===== src/rtl/nand_ecc_pkg.sv =====
package nand_ecc_pkg;
  typedef enum logic [1:0] {
    ECC_IDLE = 2'b00,
    ECC_ACC  = 2'b01,
    ECC_READ = 2'b10,
    ECC_CLR  = 2'b11
  } ecc_mode_e;

  localparam int unsigned CODE_BYTES = 3;
endpackage


===== src/rtl/nand_ecc_fold.sv =====
module nand_ecc_fold #(
  parameter int unsigned DATA_W = 8,
  parameter int unsigned IDX_W  = 8,
  localparam int unsigned POS_W = $clog2(DATA_W),
  localparam int unsigned LP_W  = 2 * IDX_W,
  localparam int unsigned CP_W  = 2 * POS_W
) (
  input  logic              clk_i,
  input  logic              rst_ni,
  input  logic              clr_i,
  input  logic              fold_i,
  input  logic [DATA_W-1:0] byte_i,
  output logic [LP_W-1:0]   lp_o,
  output logic [CP_W-1:0]   cp_o
);
  logic [IDX_W-1:0] idx_q;
  logic [LP_W-1:0]  lp_q, lp_mask;
  logic [CP_W-1:0]  cp_q, cp_mask;
  logic             byte_par;

  assign byte_par = ^byte_i;

  for (genvar k = 0; k < IDX_W; k++) begin : g_line
    assign lp_mask[2*k]   = byte_par & ~idx_q[k];
    assign lp_mask[2*k+1] = byte_par &  idx_q[k];
  end

  always_comb begin
    cp_mask = '0;
    for (int j = 0; j < DATA_W; j++) begin
      for (int k = 0; k < POS_W; k++) begin
        cp_mask[2*k + ((j >> k) & 1)] = cp_mask[2*k + ((j >> k) & 1)] ^ byte_i[j];
      end
    end
  end

  always_ff @(posedge clk_i or negedge rst_ni) begin
    if (!rst_ni) begin
      idx_q <= '0;
      lp_q  <= '0;
      cp_q  <= '0;
    end else if (clr_i) begin
      idx_q <= '0;
      lp_q  <= '0;
      cp_q  <= '0;
    end else if (fold_i) begin
      idx_q <= idx_q + 1'b1;
      lp_q  <= lp_q ^ lp_mask;
      cp_q  <= cp_q ^ cp_mask;
    end
  end

  assign lp_o = lp_q;
  assign cp_o = cp_q;

  AST_CLR_ZERO: assert property (@(posedge clk_i) disable iff (!rst_ni)
    clr_i |=> (lp_q == '0 && cp_q == '0 && idx_q == '0));
  AST_HOLD_NOFOLD: assert property (@(posedge clk_i) disable iff (!rst_ni)
    (!clr_i && !fold_i) |=> ($stable(lp_q) && $stable(cp_q) && $stable(idx_q)));
  AST_IDX_STEP: assert property (@(posedge clk_i) disable iff (!rst_ni)
    (!clr_i && fold_i) |=> idx_q == $past(idx_q) + 1'b1);
endmodule


===== src/rtl/nand_ecc_readout.sv =====
module nand_ecc_readout #(
  parameter int unsigned LP_W = 16,
  parameter int unsigned CP_W = 6,
  localparam int unsigned CODE_W = 8 * nand_ecc_pkg::CODE_BYTES
) (
  input  logic            clk_i,
  input  logic            rst_ni,
  input  logic            clr_i,
  input  logic            adv_i,
  input  logic [LP_W-1:0] lp_i,
  input  logic [CP_W-1:0] cp_i,
  output logic [7:0]      code_byte_o
);
  logic [1:0]        ptr_q;
  logic [CODE_W-1:0] code;
  logic [1:0]        sel;

  // raw zero pads become ones after inversion
  assign code = ~{cp_i, {(CODE_W-LP_W-CP_W){1'b0}}, lp_i};

  always_comb begin
    unique case (ptr_q)
      2'd0:    sel = 2'd1;
      2'd1:    sel = 2'd0;
      default: sel = 2'd2;
    endcase
  end

  assign code_byte_o = code[8*sel +: 8];

  always_ff @(posedge clk_i or negedge rst_ni) begin
    if (!rst_ni)    ptr_q <= '0;
    else if (clr_i) ptr_q <= '0;
    else if (adv_i) ptr_q <= (ptr_q == 2'd2) ? 2'd0 : ptr_q + 2'd1;
  end

  AST_PTR_LEGAL: assert property (@(posedge clk_i) disable iff (!rst_ni)
    ptr_q != 2'd3);
  AST_PTR_WRAP: assert property (@(posedge clk_i) disable iff (!rst_ni)
    (adv_i && !clr_i && ptr_q == 2'd2) |=> ptr_q == 2'd0);
  AST_PTR_CLR: assert property (@(posedge clk_i) disable iff (!rst_ni)
    clr_i |=> ptr_q == 2'd0);
endmodule


===== src/rtl/nand_ecc_gen.sv =====
module nand_ecc_gen #(
  parameter int unsigned IDX_W = 8
) (
  input  logic       clk_i,
  input  logic       rst_ni,
  input  logic [1:0] mode_i,
  input  logic       cle_i,
  input  logic       ale_i,
  input  logic       dat_wr_i,
  input  logic       dat_rd_i,
  input  logic [7:0] wdata_i,
  input  logic [7:0] fdata_i,
  output logic [7:0] rdata_o,
  output logic       strobe_o
);
  import nand_ecc_pkg::*;

  localparam int unsigned DATA_W = 8;
  localparam int unsigned LP_W   = 2 * IDX_W;
  localparam int unsigned CP_W   = 2 * $clog2(DATA_W);

  ecc_mode_e   mode;
  logic        clr, fold, rd_code, xfer;
  logic [7:0]  snoop, code_byte;
  logic [LP_W-1:0] lp;
  logic [CP_W-1:0] cp;

  assign mode    = ecc_mode_e'(mode_i);
  assign xfer    = dat_wr_i | dat_rd_i;
  assign clr     = (mode == ECC_CLR);
  assign fold    = (mode == ECC_ACC) && xfer && !cle_i && !ale_i;
  assign rd_code = (mode == ECC_READ) && dat_rd_i;
  assign snoop   = dat_wr_i ? wdata_i : fdata_i;

  nand_ecc_fold #(.DATA_W(DATA_W), .IDX_W(IDX_W)) u_fold (
    .clk_i, .rst_ni,
    .clr_i  (clr),
    .fold_i (fold),
    .byte_i (snoop),
    .lp_o   (lp),
    .cp_o   (cp)
  );

  nand_ecc_readout #(.LP_W(LP_W), .CP_W(CP_W)) u_rdout (
    .clk_i, .rst_ni,
    .clr_i       (clr),
    .adv_i       (rd_code),
    .lp_i        (lp),
    .cp_i        (cp),
    .code_byte_o (code_byte)
  );

  assign rdata_o  = (mode == ECC_READ) ? code_byte : fdata_i;
  assign strobe_o = dat_wr_i | (dat_rd_i & (mode != ECC_READ));

  AST_NO_STROBE_CODE: assert property (@(posedge clk_i) disable iff (!rst_ni)
    (mode_i == 2'b10 && dat_rd_i && !dat_wr_i) |-> !strobe_o);
  AST_CMD_NOFOLD: assert property (@(posedge clk_i) disable iff (!rst_ni)
    (mode_i == 2'b01 && (cle_i || ale_i)) |=> $stable(lp) && $stable(cp));
endmodule


===== config.mk =====
export PLATFORM = sky130hd
export DESIGN_NAME = nand_ecc_gen
export DESIGN_NICKNAME = d
export VERILOG_FILES = /design/src/rtl/nand_ecc_pkg.sv /design/src/rtl/nand_ecc_fold.sv /design/src/rtl/nand_ecc_readout.sv /design/src/rtl/nand_ecc_gen.sv
export SDC_FILE = /design/constraint.sdc
export NUM_CORES = 1
export LEC_CHECK = 0
export ABC_CLOCK_PERIOD_IN_PS = 2600
export CELL_PAD_IN_SITES_DETAIL_PLACEMENT = 0
export CELL_PAD_IN_SITES_GLOBAL_PLACEMENT = 1
export CORE_ASPECT_RATIO = 0.6
export CORE_UTILIZATION = 45
export CTS_BUF_LIST = sky130_fd_sc_hd__clkbuf_8 sky130_fd_sc_hd__clkbuf_16
export DETAILED_ROUTE_END_ITERATION = 10
export DONT_BUFFER_PORTS = 1
export GPL_TIMING_DRIVEN = 1
export PLACE_DENSITY = 0.72
export SETUP_SLACK_MARGIN = 0.2
export SLEW_MARGIN = 20
export SYNTH_ARGS = -nofsm -noshare
export SYNTH_HDL_FRONTEND = slang
export SYNTH_SLANG_ARGS = --single-unit

===== constraint.sdc =====
create_clock -name clk_i -period 2.6 [get_ports clk_i]
set_input_delay 0.26 -clock clk_i [delete_from_list [all_inputs] [get_ports clk_i]]
set_output_delay 0.26 -clock clk_i [all_outputs]
set_load 0.05 [all_outputs]

==> results.py <==
metrics = {
    "status": {
        "status": "completed",
    },
    "layout": {
        "syn_to_final_growth_pct": 9.015,
        "layout_common_cells": "32 x dfrtp_1, 30 x nand2_1, 16 x xor2_1",
        "final_common_cell": "dfrtp_1",
        "nets": 251,
        "final_cell_area_mm2": 0.002270,
        "final_cells": 286,
        "fin_util": 0.5304,
        "antenna_cells_inserted": 0,
        "drive_above_1_share": 0.1327,
    },
    "clock_tree": {
        "htree_levels": 2,
        "cts_tree": "yes",
        "ctsRootBufferMaster": "clkbuf_8",
        "insertion_delay_ns": 0.27,
        "clk_path_buf_depth": 2,
        "post_cts_buffers": 0,
        "clock-sinks": 32,
        "cts_buffers": 5,
        "clk_pin_slew_worst_paths_ns": 0.06,
    },
    "die": {
        "start_util": 0.4865,
        "fp.dieW_um": 89.81,
        "io_pins": 33,
        "placementRows": 18,
        "die_y_um": 54.69,
        "coreArea_mm2": 0.004279,
        "die_area_mm2": 0.004911,
    },
    "job": {
        "maxCapViolations": 0,
    },
    "power_and_ir_drop": {
        "leakagePower_uw": 0.0009268,
        "vdd_drop_max_uv": 292.3,
        "powerDensity_mw_per_mm2": 555.0,
    },
    "worst_setup_path": {
        "rr_endpoint": "u_fold.idx_q[7]$_DFFE_PN0P_",
        "arrival_ns": 1.79,
        "r2r_slack_ns": 1.32,
        "crit_end": "rdata_o[2]",
        "worstRegToRegCells": 4,
        "worstSetupEndpointType": "output pin",
        "crit_start": "u_rdout.ptr_q[0]$_DFFE_PN0P_",
        "critPathKind": "flip-flop to output pin",
        "critical_path.max_fanout": 10,
        "rr_startpoint": "u_fold.idx_q[2]$_DFFE_PN0P_",
        "critical_path_required_ns": 2.34,
        "start_kind": "flip-flop",
    },
    "sta": {
        "final.setup.tns_ns": 0,
        "setup_viol": 0,
        "fin_crit_ns": 2.052,
        "finClkSkew_ns": 0.001733,
        "slew_violations": 0,
        "min_period_over_period": 0.7891,
        "max_slew_margin": 0.3546,
        "worstMarginPinSlew_ns": 0.9675,
        "fmax_ghz": 0.4874,
        "hold_viol": 0,
        "grt_setup_unrepaired": "false",
        "fin_ws_ns": 0.5484,
    },
    "yosys": {
        "synth_xor_area_frac": 0.1460,
        "synth_top_family_by_area": "compound AO/OA/AOI/OAI gates",
        "syn_nets": 244,
        "ys_ff_latch": 32,
        "synth_warnings": 0,
        "synth.avg_cell_area_um2": 9.507,
        "synth_cells": 219,
        "synthAdderAreaFrac": 0.006010,
        "ys_types": 36,
        "synth_compound_area_frac": 0.2145,
        "synthMuxAreaShare": 0.07692,
        "synth.cell_area_mm2": 0.002082,
        "yosys.area_share.simple": 0.1328,
        "ys_seq_area_frac": 0.3846,
    },
    "placement": {
        "placement.setup.worst_slack_ns": 0.5148,
        "dp_hpwl_um": 3766,
        "portBuffers": 0,
        "dp_cells": 277,
        "dpl_cell_area_mm2": 0.002158,
        "gp_congestion": 0.8020,
    },
    "global_route": {
        "grt_pass1_vias": 1658,
        "gr-total-overflow": 0,
        "grt_max_degree": 33,
        "antenna_found_initial": 0,
        "grt_pass1_wl_um": 8590,
        "grtUsageTotal": 0.2308,
    },
    "worst_hold_path": {
        "hold_path_class": "input pin to flip-flop",
    },
    "routing": {
        "initialDrtViolationCount": 97,
        "antenna_left": 0,
        "wl_per_cell_um": 17.94,
        "vias": 1692,
        "post_drt_via_cell_ratio": 5.916,
        "drt_wl_total_um": 5130,
        "firstDrtPassIters": 4,
        "drc_errors": 0,
    },
}
-- stage by stage --
| stage | hold slack [ns] | total power (µW) |
|---|---|---|
| 3_5_place_dp | -0.03472 | 901.2 |
| 2_1_floorplan | -0.03559 | 843.9 |
| 6_report | 0.2482 | 1260 |
| 3_3_place_gp | -0.03485 | 888.9 |
| 4_1_cts | 0.2404 | 1269 |
| 5_1_grt | 0.2564 | 1329 |
-- power breakdown --
group          internal [µW]  leakage [µW]  switching [µW]  total, µW
Combinational            131      0.000440             215        345
Clock                    178     0.0000452             171        349
Sequential               527      0.000441            38.3        565
-- how the worst min path moves through the flow --
stage                     startpoint  slack (ns)                            to  cells after the start
after CTS                  mode_i[1]        0.24  u_rdout.ptr_q[1]$_DFFE_PN0P_                      2
after global placement        rst_ni       -0.03    u_fold.cp_o[5]$_DFFE_PN0P_                      0
after floorplan               rst_ni       -0.04    u_fold.cp_o[0]$_DFFE_PN0P_                      0
final                      mode_i[1]        0.25  u_rdout.ptr_q[1]$_DFFE_PN0P_                      2
after global routing       mode_i[1]        0.26  u_rdout.ptr_q[1]$_DFFE_PN0P_                      2
after detailed placement      rst_ni       -0.03    u_fold.cp_o[5]$_DFFE_PN0P_                      0
-- layout make-up --
cell class | instances | area, µm²
fill | 403 | 2009
sequential | 32 | 800.8
multi-input combinational | 174 | 1204
clock buffer | 5 | 68.82
timing repair buffer | 13 | 112.6
tap | 60 | 75.07
clock inverter | 2 | 8.758
-- synth_stat cells, drive strengths merged --
library cell / number / area (µm²)
o211ai: 7 / 52.55
xnor2: 15 / 131.4
and4: 1 / 8.760
mux2i: 12 / 148.9
nand2b: 2 / 12.51
xor2: 18 / 172.7
o21ai: 24 / 123.9
o311ai: 8 / 70.07
nor2: 13 / 48.80
nor4b: 1 / 8.760
buf: 6 / 55.05
or3: 6 / 37.54
dfrtp: 32 / 800.8
and2: 2 / 12.52
nand3: 3 / 15.01
nor3b: 1 / 7.510
nand4: 2 / 12.51
o31ai: 15 / 127.6
a21o: 1 / 7.510
a21oi: 9 / 48.80
mux2: 1 / 11.26
ha: 1 / 12.51
a22o: 1 / 8.760
clkbuf: 7 / 26.28
nand2: 30 / 112.6
o21a: 1 / 7.510
-- critical path, stage by stage (launching register included) --
cell and delay [ns]:
dfrtp_1 0.68, mux2i_1 0.35, o21ai_0 0.11, o21ai_1 0.14, buf_4 0.23
-- metal layers --
metal,track usage,routed length [µm],up-vias
met4,0.04372,10,0
met5,0,0,-
met2,0.3744,2256,47
li1,-,-,800
met1,0.3268,2500,843
met3,0.04583,363,2
-- flip-flops by register name, indices dropped and copies added, names as in the netlist --
name,cells
u_fold.idx_q,8
u_rdout.ptr_q,2
u_fold.cp_o,6
u_fold.lp_o,16
-- kinds of logic (layout without fill, tap and decap cells) --
logic type / count (synthesis) / in the layout
AOI/OAI and AO/OA: 66 / 66
and+or+nand+nor: 61 / 61
xor gates and xnor gates: 33 / 33
DFF: 32 / 32
muxes: 13 / 13
buffers and inverters: 13 / 20
adders and majority gates: 1 / 1
-- what timing repair did --
action / in CTS / in global routing
gates resized for setup: 0 / 0
endpoints found under the hold margin: 32 / 0
hold buffers: 2 / 0
Power figures use the tool's default switching activity.
